<file path="config.mk">
export PLATFORM = sky130hd
export DESIGN_NAME = stk_seq
export DESIGN_NICKNAME = d
export VERILOG_FILES = /design/src/rtl/stk_seq_pkg.sv /design/src/rtl/stk_seq_ctrl.sv /design/src/rtl/stk_seq_dp.sv /design/src/rtl/stk_seq.sv
export SDC_FILE = /design/constraint.sdc
export NUM_CORES = 1
export LEC_CHECK = 0
export BUFFER_PORTS_ARGS = -buffer_cell sky130_fd_sc_hd__buf_2
export CAP_MARGIN = 20
export CELL_PAD_IN_SITES_DETAIL_PLACEMENT = 1
export CELL_PAD_IN_SITES_GLOBAL_PLACEMENT = 1
export CORE_MARGIN = 4
export CORE_UTILIZATION = 46
export CTS_BUF_LIST = sky130_fd_sc_hd__clkbuf_8
export CTS_CLUSTER_SIZE = 28
export DETAILED_ROUTE_END_ITERATION = 8
export PLACE_DENSITY_LB_ADDON = 0.2
export RECOVER_POWER = 50
export SLEW_MARGIN = 30
export SYNTH_ARGS = -nofsm -noshare
export SYNTH_HDL_FRONTEND = slang
export SYNTH_SLANG_ARGS = --single-unit
export TNS_END_PERCENT = 5
</file>
<file path="constraint.sdc">
create_clock -name clk -period 6.2 [get_ports clk]
set_input_delay 0.93 -clock clk [delete_from_list [all_inputs] [get_ports clk]]
set_output_delay 0.93 -clock clk [all_outputs]
set_load 0.01 [all_outputs]
</file>
<file path="src/rtl/stk_seq_pkg.sv">
package stk_seq_pkg;

  // external operation codes
  localparam logic [3:0] OPC_CALL  = 4'd0;
  localparam logic [3:0] OPC_RET   = 4'd1;
  localparam logic [3:0] OPC_BRK   = 4'd2;
  localparam logic [3:0] OPC_RTI   = 4'd3;
  localparam logic [3:0] OPC_PSHA  = 4'd4;
  localparam logic [3:0] OPC_PLLA  = 4'd5;
  localparam logic [3:0] OPC_PSHP  = 4'd6;
  localparam logic [3:0] OPC_PLLP  = 4'd7;
  localparam logic [3:0] OPC_INT   = 4'd8;
  localparam logic [3:0] OPC_RST   = 4'd9;

  typedef enum logic [3:0] {
    S_CALL, S_RET, S_BRK, S_RTI, S_PSHA, S_PLLA,
    S_PSHP, S_PLLP, S_NMI, S_IRQ, S_RST, S_NONE
  } seqOp_e;

  typedef enum logic [2:0] {
    W_PCHI, W_PCLO, W_RETHI, W_RETLO, W_ST, W_STBRK, W_ACC
  } wsrc_e;

  typedef struct packed {
    logic       load;    // latch inputs, start sequence
    logic       access;  // memory access this cycle
    logic       write;   // access is a write
    logic       useVec;  // address from vector instead of stack
    logic       vecHi;   // vector high byte
    logic [2:0] spOff;   // two's complement stack offset
    wsrc_e      wsrc;    // write data source
    logic       capLo;   // capture read byte as low half
    logic       capSt;   // capture read byte as status
    logic       finish;  // last cycle of the sequence
  } ctrl_t;

endpackage

</file>
<file path="src/rtl/stk_seq_ctrl.sv">
module stk_seq_ctrl
  import stk_seq_pkg::*;
#(
  parameter int STEP_W = 3
) (
  input  logic       clk,
  input  logic       rstN,
  input  logic       startValid,
  input  logic [3:0] opKind,
  input  logic       nmiPend,
  input  logic       irqPend,
  input  logic       iMask,
  output ctrl_t      ctrl,
  output seqOp_e     opCur,
  output logic       busy
);

  logic              busyR;
  seqOp_e            opR;
  logic [STEP_W-1:0] stepR;

  function automatic seqOp_e decodeOp(input logic [3:0] k, input logic nmi,
                                      input logic irq, input logic msk);
    case (k)
      OPC_CALL: return S_CALL;
      OPC_RET:  return S_RET;
      OPC_BRK:  return S_BRK;
      OPC_RTI:  return S_RTI;
      OPC_PSHA: return S_PSHA;
      OPC_PLLA: return S_PLLA;
      OPC_PSHP: return S_PSHP;
      OPC_PLLP: return S_PLLP;
      OPC_INT:  return nmi ? S_NMI : ((irq && !msk) ? S_IRQ : S_NONE);
      OPC_RST:  return S_RST;
      default:  return S_NONE;
    endcase
  endfunction

  always_comb begin
    ctrl       = '0;
    ctrl.wsrc  = W_PCHI;
    ctrl.load  = startValid && !busyR;
    if (busyR) begin
      case (opR)
        S_CALL: begin
          ctrl.access = 1'b1; ctrl.write = 1'b1;
          if (stepR == 0) begin ctrl.wsrc = W_RETHI; ctrl.spOff = 3'd0; end
          else begin ctrl.wsrc = W_RETLO; ctrl.spOff = 3'b111; ctrl.finish = 1'b1; end
        end
        S_RET: begin
          ctrl.access = 1'b1;
          if (stepR == 0) begin ctrl.spOff = 3'd1; ctrl.capLo = 1'b1; end
          else begin ctrl.spOff = 3'd2; ctrl.finish = 1'b1; end
        end
        S_BRK, S_NMI, S_IRQ: begin
          ctrl.access = 1'b1;
          case (stepR)
            3'd0: begin ctrl.write = 1'b1; ctrl.wsrc = W_PCHI; ctrl.spOff = 3'd0; end
            3'd1: begin ctrl.write = 1'b1; ctrl.wsrc = W_PCLO; ctrl.spOff = 3'b111; end
            3'd2: begin
              ctrl.write = 1'b1; ctrl.spOff = 3'b110;
              ctrl.wsrc  = (opR == S_BRK) ? W_STBRK : W_ST;
            end
            3'd3: begin ctrl.useVec = 1'b1; ctrl.capLo = 1'b1; end
            default: begin ctrl.useVec = 1'b1; ctrl.vecHi = 1'b1; ctrl.finish = 1'b1; end
          endcase
        end
        S_RTI: begin
          ctrl.access = 1'b1;
          case (stepR)
            3'd0:    begin ctrl.spOff = 3'd1; ctrl.capSt = 1'b1; end
            3'd1:    begin ctrl.spOff = 3'd2; ctrl.capLo = 1'b1; end
            default: begin ctrl.spOff = 3'd3; ctrl.finish = 1'b1; end
          endcase
        end
        S_PSHA, S_PSHP: begin
          ctrl.access = 1'b1; ctrl.write = 1'b1; ctrl.finish = 1'b1;
          ctrl.wsrc   = (opR == S_PSHA) ? W_ACC : W_ST;
        end
        S_PLLA, S_PLLP: begin
          ctrl.access = 1'b1; ctrl.spOff = 3'd1; ctrl.finish = 1'b1;
        end
        S_RST: begin
          ctrl.access = 1'b1; ctrl.useVec = 1'b1;
          if (stepR == 0) ctrl.capLo = 1'b1;
          else begin ctrl.vecHi = 1'b1; ctrl.finish = 1'b1; end
        end
        default: ctrl.finish = 1'b1;
      endcase
    end
  end

  always_ff @(posedge clk) begin
    if (!rstN) begin
      busyR <= 1'b0;
      opR   <= S_NONE;
      stepR <= '0;
    end else if (ctrl.load) begin
      busyR <= 1'b1;
      opR   <= decodeOp(opKind, nmiPend, irqPend, iMask);
      stepR <= '0;
    end else if (busyR) begin
      if (ctrl.finish) busyR <= 1'b0;
      else stepR <= stepR + 1'b1;
    end
  end

  assign busy  = busyR;
  assign opCur = opR;

endmodule

</file>
<file path="src/rtl/stk_seq_dp.sv">
module stk_seq_dp
  import stk_seq_pkg::*;
#(
  parameter int          ADDR_W  = 16,
  parameter int          DATA_W  = 8,
  parameter int          CYC_W   = 4,
  parameter logic [7:0]  PAGE    = 8'h01,
  parameter logic [15:0] NMI_VEC = 16'hFFFA,
  parameter logic [15:0] RST_VEC = 16'hFFFC,
  parameter logic [15:0] IRQ_VEC = 16'hFFFE,
  parameter logic [7:0]  PWR_SP  = 8'hFD,
  parameter logic [7:0]  PWR_ST  = 8'h34
) (
  input  logic              clk,
  input  logic              rstN,
  input  ctrl_t             ctrl,
  input  seqOp_e            opCur,
  input  logic [ADDR_W-1:0] pcIn,
  input  logic [DATA_W-1:0] spIn,
  input  logic [DATA_W-1:0] statusIn,
  input  logic [DATA_W-1:0] accIn,
  input  logic [ADDR_W-1:0] targetIn,
  input  logic [DATA_W-1:0] memRdata,
  output logic              memEn,
  output logic              memWe,
  output logic [ADDR_W-1:0] memAddr,
  output logic [DATA_W-1:0] memWdata,
  output logic              done,
  output logic [ADDR_W-1:0] pcOut,
  output logic [DATA_W-1:0] spOut,
  output logic [DATA_W-1:0] statusOut,
  output logic [DATA_W-1:0] accOut,
  output logic [CYC_W-1:0]  cyclesOut
);

  localparam logic [DATA_W-1:0] BRK_BIT = 8'h10;
  localparam logic [DATA_W-1:0] DIS_BIT = 8'h04;

  logic [ADDR_W-1:0] pcR, tgtR, retPc, word;
  logic [DATA_W-1:0] spR, stR, accR, loR, popStR, stkLow;
  logic [ADDR_W-1:0] vecBase, vecAddr;

  always_ff @(posedge clk) begin
    if (!rstN) begin
      pcR <= '0; tgtR <= '0; spR <= '0; stR <= '0; accR <= '0;
      loR <= '0; popStR <= '0;
    end else begin
      if (ctrl.load) begin
        pcR <= pcIn; tgtR <= targetIn; spR <= spIn; stR <= statusIn; accR <= accIn;
      end
      if (ctrl.capLo) loR    <= memRdata;
      if (ctrl.capSt) popStR <= memRdata;
    end
  end

  assign stkLow = spR + {{(DATA_W-3){ctrl.spOff[2]}}, ctrl.spOff};
  always_comb begin
    case (opCur)
      S_NMI:   vecBase = NMI_VEC;
      S_RST:   vecBase = RST_VEC;
      default: vecBase = IRQ_VEC;
    endcase
  end
  assign vecAddr = vecBase + {{(ADDR_W-1){1'b0}}, ctrl.vecHi};
  assign memAddr = ctrl.useVec ? vecAddr : {PAGE, stkLow};
  assign memEn   = ctrl.access;
  assign memWe   = ctrl.access && ctrl.write;
  assign retPc   = pcR - 1'b1;

  always_comb begin
    case (ctrl.wsrc)
      W_PCHI:  memWdata = pcR[15:8];
      W_PCLO:  memWdata = pcR[7:0];
      W_RETHI: memWdata = retPc[15:8];
      W_RETLO: memWdata = retPc[7:0];
      W_ST:    memWdata = stR;
      W_STBRK: memWdata = stR | BRK_BIT;
      default: memWdata = accR;
    endcase
  end

  assign word = {memRdata, loR};

  always_ff @(posedge clk) begin
    if (!rstN) begin
      done <= 1'b0; pcOut <= '0; spOut <= PWR_SP; statusOut <= PWR_ST;
      accOut <= '0; cyclesOut <= '0;
    end else begin
      done <= ctrl.finish;
      if (ctrl.finish) begin
        pcOut <= pcR; spOut <= spR; statusOut <= stR; accOut <= accR;
        case (opCur)
          S_CALL: begin pcOut <= tgtR; spOut <= spR - 8'd2; cyclesOut <= 4'd6; end
          S_RET:  begin pcOut <= word + 1'b1; spOut <= spR + 8'd2; cyclesOut <= 4'd6; end
          S_BRK: begin
            pcOut <= word; spOut <= spR - 8'd3; cyclesOut <= 4'd7;
            statusOut <= stR | BRK_BIT | DIS_BIT;
          end
          S_NMI, S_IRQ, S_RST: begin
            pcOut <= word; spOut <= spR - 8'd3; cyclesOut <= 4'd7;
            statusOut <= stR | DIS_BIT;
          end
          S_RTI: begin
            pcOut <= word; spOut <= spR + 8'd3; statusOut <= popStR; cyclesOut <= 4'd6;
          end
          S_PSHA, S_PSHP: begin spOut <= spR - 8'd1; cyclesOut <= 4'd3; end
          S_PLLA: begin
            spOut <= spR + 8'd1; accOut <= memRdata; cyclesOut <= 4'd4;
            statusOut <= {memRdata[7], stR[6:2], (memRdata == '0), stR[0]};
          end
          S_PLLP: begin spOut <= spR + 8'd1; statusOut <= memRdata; cyclesOut <= 4'd4; end
          default: cyclesOut <= '0;
        endcase
      end
    end
  end

endmodule

</file>
<file path="src/rtl/stk_seq.sv">
module stk_seq
  import stk_seq_pkg::*;
#(
  parameter logic [7:0]  PAGE    = 8'h01,
  parameter logic [15:0] NMI_VEC = 16'hFFFA,
  parameter logic [15:0] RST_VEC = 16'hFFFC,
  parameter logic [15:0] IRQ_VEC = 16'hFFFE
) (
  input  logic        clk,
  input  logic        rstN,
  input  logic        startValid,
  input  logic [3:0]  opKind,
  input  logic [15:0] pcIn,
  input  logic [7:0]  spIn,
  input  logic [7:0]  statusIn,
  input  logic [7:0]  accIn,
  input  logic [15:0] targetIn,
  input  logic        nmiPend,
  input  logic        irqPend,
  input  logic [7:0]  memRdata,
  output logic        busy,
  output logic        done,
  output logic        memEn,
  output logic        memWe,
  output logic [15:0] memAddr,
  output logic [7:0]  memWdata,
  output logic [15:0] pcOut,
  output logic [7:0]  spOut,
  output logic [7:0]  statusOut,
  output logic [7:0]  accOut,
  output logic [3:0]  cyclesOut
);

  ctrl_t  ctrl;
  seqOp_e opCur;

  stk_seq_ctrl #(.STEP_W(3)) u_ctrl (
    .clk(clk), .rstN(rstN), .startValid(startValid), .opKind(opKind),
    .nmiPend(nmiPend), .irqPend(irqPend), .iMask(statusIn[2]),
    .ctrl(ctrl), .opCur(opCur), .busy(busy)
  );

  stk_seq_dp #(
    .PAGE(PAGE), .NMI_VEC(NMI_VEC), .RST_VEC(RST_VEC), .IRQ_VEC(IRQ_VEC)
  ) u_dp (
    .clk(clk), .rstN(rstN), .ctrl(ctrl), .opCur(opCur),
    .pcIn(pcIn), .spIn(spIn), .statusIn(statusIn), .accIn(accIn),
    .targetIn(targetIn), .memRdata(memRdata),
    .memEn(memEn), .memWe(memWe), .memAddr(memAddr), .memWdata(memWdata),
    .done(done), .pcOut(pcOut), .spOut(spOut), .statusOut(statusOut),
    .accOut(accOut), .cyclesOut(cyclesOut)
  );

endmodule

</file>
==> results by group, run 1 <==
Run status
  – Status: finished with violations
  – Failing checks: capacitance limit, slew limit

CTS
  – CTS Buf Count: 17
  – CTS tree: yes
  – Clk Latency, worst-skew pair: 0.45 ns
  – CTS Buffer Depth: 2
  – CTS clock-pin slew for the worst setup and hold paths: 0.08 ns
  – Setup Buffers After CTS: 0
  – Htree depth: 4
  – Sink Count: between 100 and 150
  – Post-CTS sizing: 0
  – Cts hold-fix bufs: 0
  – Clk root buf: clkbuf_8

Timing
  – Fin crit period: 4.95 ns
  – Fmax: 202 MHz
  – Sum of negative setup slack: 0 ns
  – Fin Clk Skew: 0.0145 ns
  – Fin crit share: 79.9%
  – Fin. max-slew vios: 105
  – Max-slew headroom: -105%
  – Final Hold Vio Count: 0
  – Final Setup Violations: 0
  – RSZ-0062 raised after global routing: false
  – Worst Tran Pin Value: 3.08 ns

Finish
  – Diodes inserted: 0
  – Share of cells above drive strength 1: 15.9%
  – Area Overhead vs Synth: 13.2%
  – Nets: 1056

Critical path
  – Crit path kind: flip-flop to primary output
  – CP required: 5.27 ns
  – R2R depth: 4
  – Critical Path Most Common Cell: o21ai_0
  – Critical path peak fanout: 28
  – Slowest stage delay, CP: 0.90 ns
  – Crit end category: primary output
  – Critical Path Source Type: flip-flop
  – CP max stage cell: dfxtp_1
  – Crit-path cells: or3b_1 -> a22oi_1 -> o221ai_1 -> inv_1 -> ha_1 -> nor2b_1 -> o21ai_0 -> a21boi_0 -> o21ai_0 -> nor3b_1 -> o21ai_0 -> buf_2
  – Crit path DAT: 4.02 ns

Logic synthesis
  – Cell area after technology mapping: around 7400 um^2
  – EDFF count, synth: 0
  – Mean post-synth cell area: around 8.5 um^2
  – Sequential fraction of the synthesis area: 33.6%
  – Share of the synthesized area in the top cell type: 33.6%
  – Top post-synthesis cells by area: dfxtp_1, a22o_1, ha_1
  – Synth warnings: 0
  – Area leader, netlist: dfxtp_1
  – Share of flip-flops with an asynchronous set or reset: 0%
  – Flops & latches, synth: approximately 120
  – Yosys cell types: 79
  – Syn_nets: 970
  – Mapped Cells: 869
  – Leading cell type by number of instances after synthesis: dfxtp_1
  – Synth cell count leaders: dfxtp_1, nand2_1, o21ai_0
  – Main synth FF type: dfxtp_1

Detailed routing
  – Vias: 7119
  – Drt wl/cell: 21.4 um
  – 1st-iter DRT viols: 535
  – Antenna-violating nets left: 0
  – Post-DR vias/cell: roughly 6
  – Final WL: between 20 and 30 mm
  – Pre-antenna DRT Iters: 5
  – DRC: 0

Power and ir drop
  – Leak Pwr: 3.62 nW
  – VDD IR max: between 0.1 and 0.15 mV
  – Pwr/cell area: 241 nW/um^2
  – Total Power: 0.00201 W

Floorplan
  – Standard-cell rows: 46
  – Chip Width: between 100 and 150 um
  – Starting Density: a little under half
  – Die ar.: 18100 um^2
  – Die Y: 135 um
  – Core Region: 15800 um^2
  – I/O pin count: 145

Worst hold path
  – Worst hold path depth: 2
  – Hold crit path type: flip-flop to flip-flop

Placed design
  – RD Place Congestion: slightly above 0.9
  – Port Buf Inserts: between 100 and 150
  – DP Wirelength: 18.6 mm

GRT
  – Overall Global Routing Usage: 27.6%
  – Initial antenna violation count: 0
  – Largest net degree at the start of global routing: between 60 and 70
  – Total gr overflow: 0
  – Vias in the first global route: 7128
  – Global-route wire length before repair: 39.5 mm

Flow run
  – Max-capacitance violation count: 2
## kinds of logic (layout without fill, tap and decap cells)
kind of cell / Yosys count / in the layout / synth area share [%]
flops: 124 / 124 / 33.6
mux: 32 / 32 / 4.39
buf+inv: 113 / 211 / 6.71
compound gates: 299 / 299 / 29.5
xor+xnor: 30 / 30 / 3.56
simple gates: 241 / 241 / 17.0
fa+ha+maj: 28 / 28 / 5.05
other cells: 2 / 2 / 0.102
## cells in the final DEF, fill, tap and decap left out, types with 4 or more instances in the layout
master / instances
a221o_1: 4
nand2b_1: 7
and2_1: 4
o31ai_1: 7
dfxtp_1: 124
xnor2_1: 11
clkbuf_1: 46
a211oi_1: 6
nand3_1: 15
nor2_1: 53
a221oi_1: 13
o21a_1: 6
a31oi_1: 13
a222oi_1: 5
nand2_1: 77
a22oi_1: 7
nor3_1: 11
o221ai_1: 6
nor2b_1: 24
a21oi_1: 43
mux2i_1: 29
buf_4: 5
xor2_1: 19
nand4_1: 8
inv_1: 33
clkinv_4: 4
clkbuf_8: 17
a21o_1: 7
or3_1: 4
o211ai_1: 11
o21ai_0: 58
a22o_1: 57
ha_1: 25
a21boi_0: 11
nor4_1: 5
or2_2: 4
o211a_1: 13
o21bai_1: 4
buf_2: 97
## cell type report
type	instances	area, um^2
repair buffers	148	696
clock inverters	14	149
fillers	1942	7470
multi-input cells	632	4400
flip-flops and latches	124	2480
clock buffers	17	234
inverters	32	120
well taps	216	270
## path summary, 6_finish.rpt
| check | start | end | slack (ns) |
|---|---|---|---|
| worst max-delay path | u_ctrl.opCur[3] | memAddr[6] | 1.25 |
| worst min-delay path | u_dp.pcOut[0] | u_dp.pcOut[0] | 0.46 |
| worst max register to register | u_ctrl.busy | u_ctrl.opCur[3] | 1.99 |
| worst min register to register | u_dp.pcOut[0] | u_dp.pcOut[0] | 0.46 |
## metal layers
| metal | track usage (%) | routed length [um] |
|---|---|---|
| met1 | 35.4 | 10900 |
| met2 | 46.2 | 12100 |
| met3 | 4.77 | 1370 |
| met4 | 11.1 | 860 |
| met5 | 0 | 0 |
## worst max-delay path: cells and delay by family (launching register included)
family                   cells  cell delay [ns]
flip-flops                   1             0.90
AND/OR/NAND/NOR              3             0.94
adder cells (fa/ha/maj)      1             0.29
buffers and inverters        2             0.38
AO/OA/AOI/OAI                6             1.06
## registers in the layout, summed over array words and instances, names as in the netlist
| name | flops |
|---|---|
| u_ctrl.busy | 1 |
| u_ctrl.opCur | 4 |
| u_ctrl.stepR | 3 |
| u_dp.accOut | 8 |
| u_dp.accR | 8 |
| u_dp.cyclesOut | 3 |
| u_dp.done | 1 |
| u_dp.loR | 8 |
| u_dp.pcOut | 16 |
| u_dp.pcR | 16 |
| u_dp.popStR | 8 |
| u_dp.spOut | 8 |
| u_dp.spR | 8 |
| u_dp.stR | 8 |
| u_dp.statusOut | 8 |
| u_dp.tgtR | 16 |
## where the power goes
| group | switching [W] | total, W | internal, W | leakage, nW |
|---|---|---|---|---|
| sequential | 0.0000618 | 0.000908 | 0.000846 | 1.01 |
| clock | 0.000361 | 0.000716 | 0.000356 | 0.190 |
| combinational | 0.000232 | 0.000387 | 0.000155 | 2.42 |
| total | 0.000654 | 0.00201 | 0.00136 | 3.62 |
## metrics by stage
stage / utilization [%] / instance area, um^2 / setup slack [ns] / hold slack, ns / std cells
detailed placement: 50.8 / 8040 / 1.73 / 0.450 / 1152
global route: 52.8 / 8360 / 0.810 / 0.488 / 1183
floorplan: - / 7380 / 2.20 / 0.443 / 869
finish: 52.8 / 8360 / 1.25 / 0.456 / 1183
global placement: 50.8 / 8030 / 1.83 / 0.434 / 1152
CTS: 53.2 / 8420 / 1.21 / 0.461 / 1183
Power figures use the tool's default switching activity.
==> inputs of run 2 (changes only) <==
--- a/config.mk
+++ b/config.mk
@@ -10,7 +10,7 @@
 export CELL_PAD_IN_SITES_DETAIL_PLACEMENT = 1
 export CELL_PAD_IN_SITES_GLOBAL_PLACEMENT = 1
 export CORE_MARGIN = 4
-export CORE_UTILIZATION = 46
+export CORE_UTILIZATION = 43
 export CTS_BUF_LIST = sky130_fd_sc_hd__clkbuf_8
 export CTS_CLUSTER_SIZE = 28
 export DETAILED_ROUTE_END_ITERATION = 8
==> constraint.sdc (replaced) <==
create_clock -name clk -period 4.75 [get_ports clk]
set_input_delay 0.7125 -clock clk [delete_from_list [all_inputs] [get_ports clk]]
set_output_delay 0.7125 -clock clk [all_outputs]
set_load 0.01 [all_outputs]
==> results by group, run 2 (synthesized netlist as in run 1, its figures left out) <==
GRT
  – Initial antenna violation count: 0 (unchanged)
  – Largest net degree at the start of global routing: 63 (was 67)
  – Vias in the first global route: 7216 (was 7128)
  – Global-route wire length before repair: 40.5 mm (was 39.5 mm)
  – Overall Global Routing Usage: 26.2% (was 27.6%)
  – Total gr overflow: 0 (unchanged)

CTS
  – CTS clock-pin slew for the worst setup and hold paths: 0.07 ns (was 0.08 ns)
  – Sink Count: 124 (unchanged)
  – Cts hold-fix bufs: 0 (unchanged)
  – CTS Buf Count: 17 (unchanged)
  – Setup Buffers After CTS: 0 (unchanged)
  – CTS tree: yes (unchanged)
  – Clk root buf: clkbuf_8 (unchanged)
  – CTS Buffer Depth: 2 (unchanged)
  – Post-CTS sizing: 0 (unchanged)
  – Clk Latency, worst-skew pair: 0.45 ns (about the same)
  – Htree depth: 4 (unchanged)

Timing
  – Fin. max-slew vios: 0 (was 105)
  – Fin crit period: 4.50 ns
  – Sum of negative setup slack: 0 ns (unchanged)
  – Final Setup Violations: 0 (unchanged)
  – Fin crit share: 94.7%
  – Fmax: 222 MHz
  – Final Hold Vio Count: 0 (unchanged)
  – RSZ-0062 raised after global routing: false (unchanged)
  – Worst Tran Pin Value: 1.35 ns (was 3.08 ns)
  – Fin Clk Skew: 0.0103 ns (was 0.0145 ns)
  – Max-slew headroom: 10.1% (was -105%)

Floorplan
  – I/O pin count: 145 (unchanged)
  – Starting Density: 44.2% (was 46.6%)
  – Chip Width: 139 um (was 135 um)
  – Die Y: 139 um (was 135 um)
  – Die ar.: 19300 um^2 (was 18100 um^2)
  – Core Region: 16700 um^2 (was 15800 um^2)
  – Standard-cell rows: 47 (was 46)

Detailed routing
  – Post-DR vias/cell: 5.97 (was 6.02)
  – DRC: 0 (unchanged)
  – Vias: 7122 (was 7119)
  – Drt wl/cell: 21.5 um (was 21.4 um)
  – Antenna-violating nets left: 0 (unchanged)
  – Pre-antenna DRT Iters: 6 (was 5)
  – Final WL: 25.6 mm (was 25.3 mm)
  – 1st-iter DRT viols: 514 (was 535)

Finish
  – Top Registers: u_dp.pcOut x16, u_dp.pcR x16, u_dp.tgtR x16 (unchanged)
  – Share of cells above drive strength 1: 16.3% (was 15.9%)
  – Fin cells: 1193 (was 1183)
  – Commonest non-fill, non-tap cells in the layout: dfxtp_1, buf_2, nand2_1 (unchanged)
  – Diodes inserted: 0 (unchanged)
  – Nets: 1062 (was 1056)
  – Design Area, Final: 8440 um^2 (was 8360 um^2)
  – Commonest non-fill, non-tap cell in the layout: dfxtp_1 (unchanged)
  – Fin util: 50.5% (was 52.8%)
  – Area Overhead vs Synth: 14.3% (was 13.2%)

Critical path
  – Slowest stage delay, CP: 0.72 ns (was 0.90 ns)
  – CP max stage cell: dfxtp_1 (unchanged)
  – Crit path max-delay family: compound AO/OA/AOI/OAI gates (unchanged)
  – Crit path kind: flip-flop to primary output (unchanged)
  – CP required: 4.04 ns (was 5.27 ns)
  – WP buf/inv: 2 (unchanged)
  – Critical path peak fanout: 18 (was 28)
  – Critical Path Most Common Cell: o21ai_0 (unchanged)
  – Crit path DAT: 3.78 ns (was 4.02 ns)
  – Crit end category: primary output (unchanged)
  – Critical Path Source Type: flip-flop (unchanged)
  – Crit-path cells: or3b_1 -> a22oi_1 -> o221ai_1 -> inv_1 -> ha_1 -> nor2b_1 -> o21ai_0 -> a21boi_1 -> o21ai_0 -> nor3b_1 -> o21ai_0 -> buf_2 (was or3b_1 -> a22oi_1 -> o221ai_1 -> inv_1 -> ha_1 -> nor2b_1 -> o21ai_0 -> a21boi_0 -> o21ai_0 -> nor3b_1 -> o21ai_0 -> buf_2)

Placed design
  – DP Wirelength: 19.2 mm (was 18.6 mm)
  – Placed insts: 1162 (was 1152)
  – Post-DP Area: 8090 um^2 (was 8040 um^2)
  – RD Place Congestion: 0.920 (was 0.926)
  – Port Buf Inserts: 142 (unchanged)

Power and ir drop
  – Leak Pwr: 3.68 nW (was 3.62 nW)
  – Total Power: 0.00269 W (was 0.00201 W)
  – Pwr/cell area: 319 nW/um^2 (was 241 nW/um^2)
  – VDD IR max: 0.185 mV (was 0.135 mV)

Worst hold path
  – Hold crit path type: primary input to flip-flop (was flip-flop to flip-flop)

Flow run
  – Max-capacitance violation count: 0 (was 2)

Run status
  – Status: finished, final reports clean (was finished with violations)
## run 2: cell types whose count changed in the layout (fill, tap and decap cells not counted), moves of 2 or more
cell | before | now
buf_4 | 5 | 10
clkbuf_8 | 17 | 20
clkinv_4 | 4 | 2
clkinvlp_4 | 3 | 1
## run 2: final cells by class
cell class	count	area, um^2
clock buffers	20	275
inverters	32	120
fillers	2057	8260
multi-input cells	632	4410
flip-flops and latches	124	2480
repair buffers	154	737
well taps	220	275
clock inverters	11	143
## run 2: worst reg2reg max path, cell delays in order, from the launching register on
cell      delay (ns)
dfxtp_1         0.44
inv_1           0.17
clkbuf_1        0.64
and3_1          1.19
clkbuf_1        0.97
nand3_1         0.14
o21ai_0         0.12
## run 2: report_power, final
part           leakage, nW  switching (W)  internal (W)
combinational         2.44       0.000306      0.000205
clock                0.216       0.000441      0.000556
sequential            1.01      0.0000788       0.00110
total                 3.68       0.000826       0.00187
## run 2: worst paths after layout
kind                           from                 to  slack (ns)  cells past startpoint
setup / recovery    u_ctrl.opCur[3]         memAddr[6]        0.25                     12
hold / removal              pcIn[1]        u_dp.pcR[1]        0.46                      3
setup reg to reg        u_ctrl.busy    u_ctrl.opCur[2]        1.00                      6
hold reg to reg   u_dp.statusOut[0]  u_dp.statusOut[0]        0.47                      2
## run 2: layer usage
metal | share of wire [%] | GRT usage [%] | up-vias
met2 | 49 | 45.1 | 225
met4 | 3.3 | 10.1 | 0
li1 | - | - | 3376
met5 | 0 | 0 | -
met1 | 44 | 33.0 | 3474
met3 | 4.5 | 4.07 | 47
## run 2: stage by stage
step	hold slack, ns	setup WS [ns]
after detailed placement	0.462	0.766
after CTS	0.437	0.253
after global routing	0.447	0.00878
after global placement	0.449	0.870
final	0.459	0.253
after floorplan	0.443	0.967
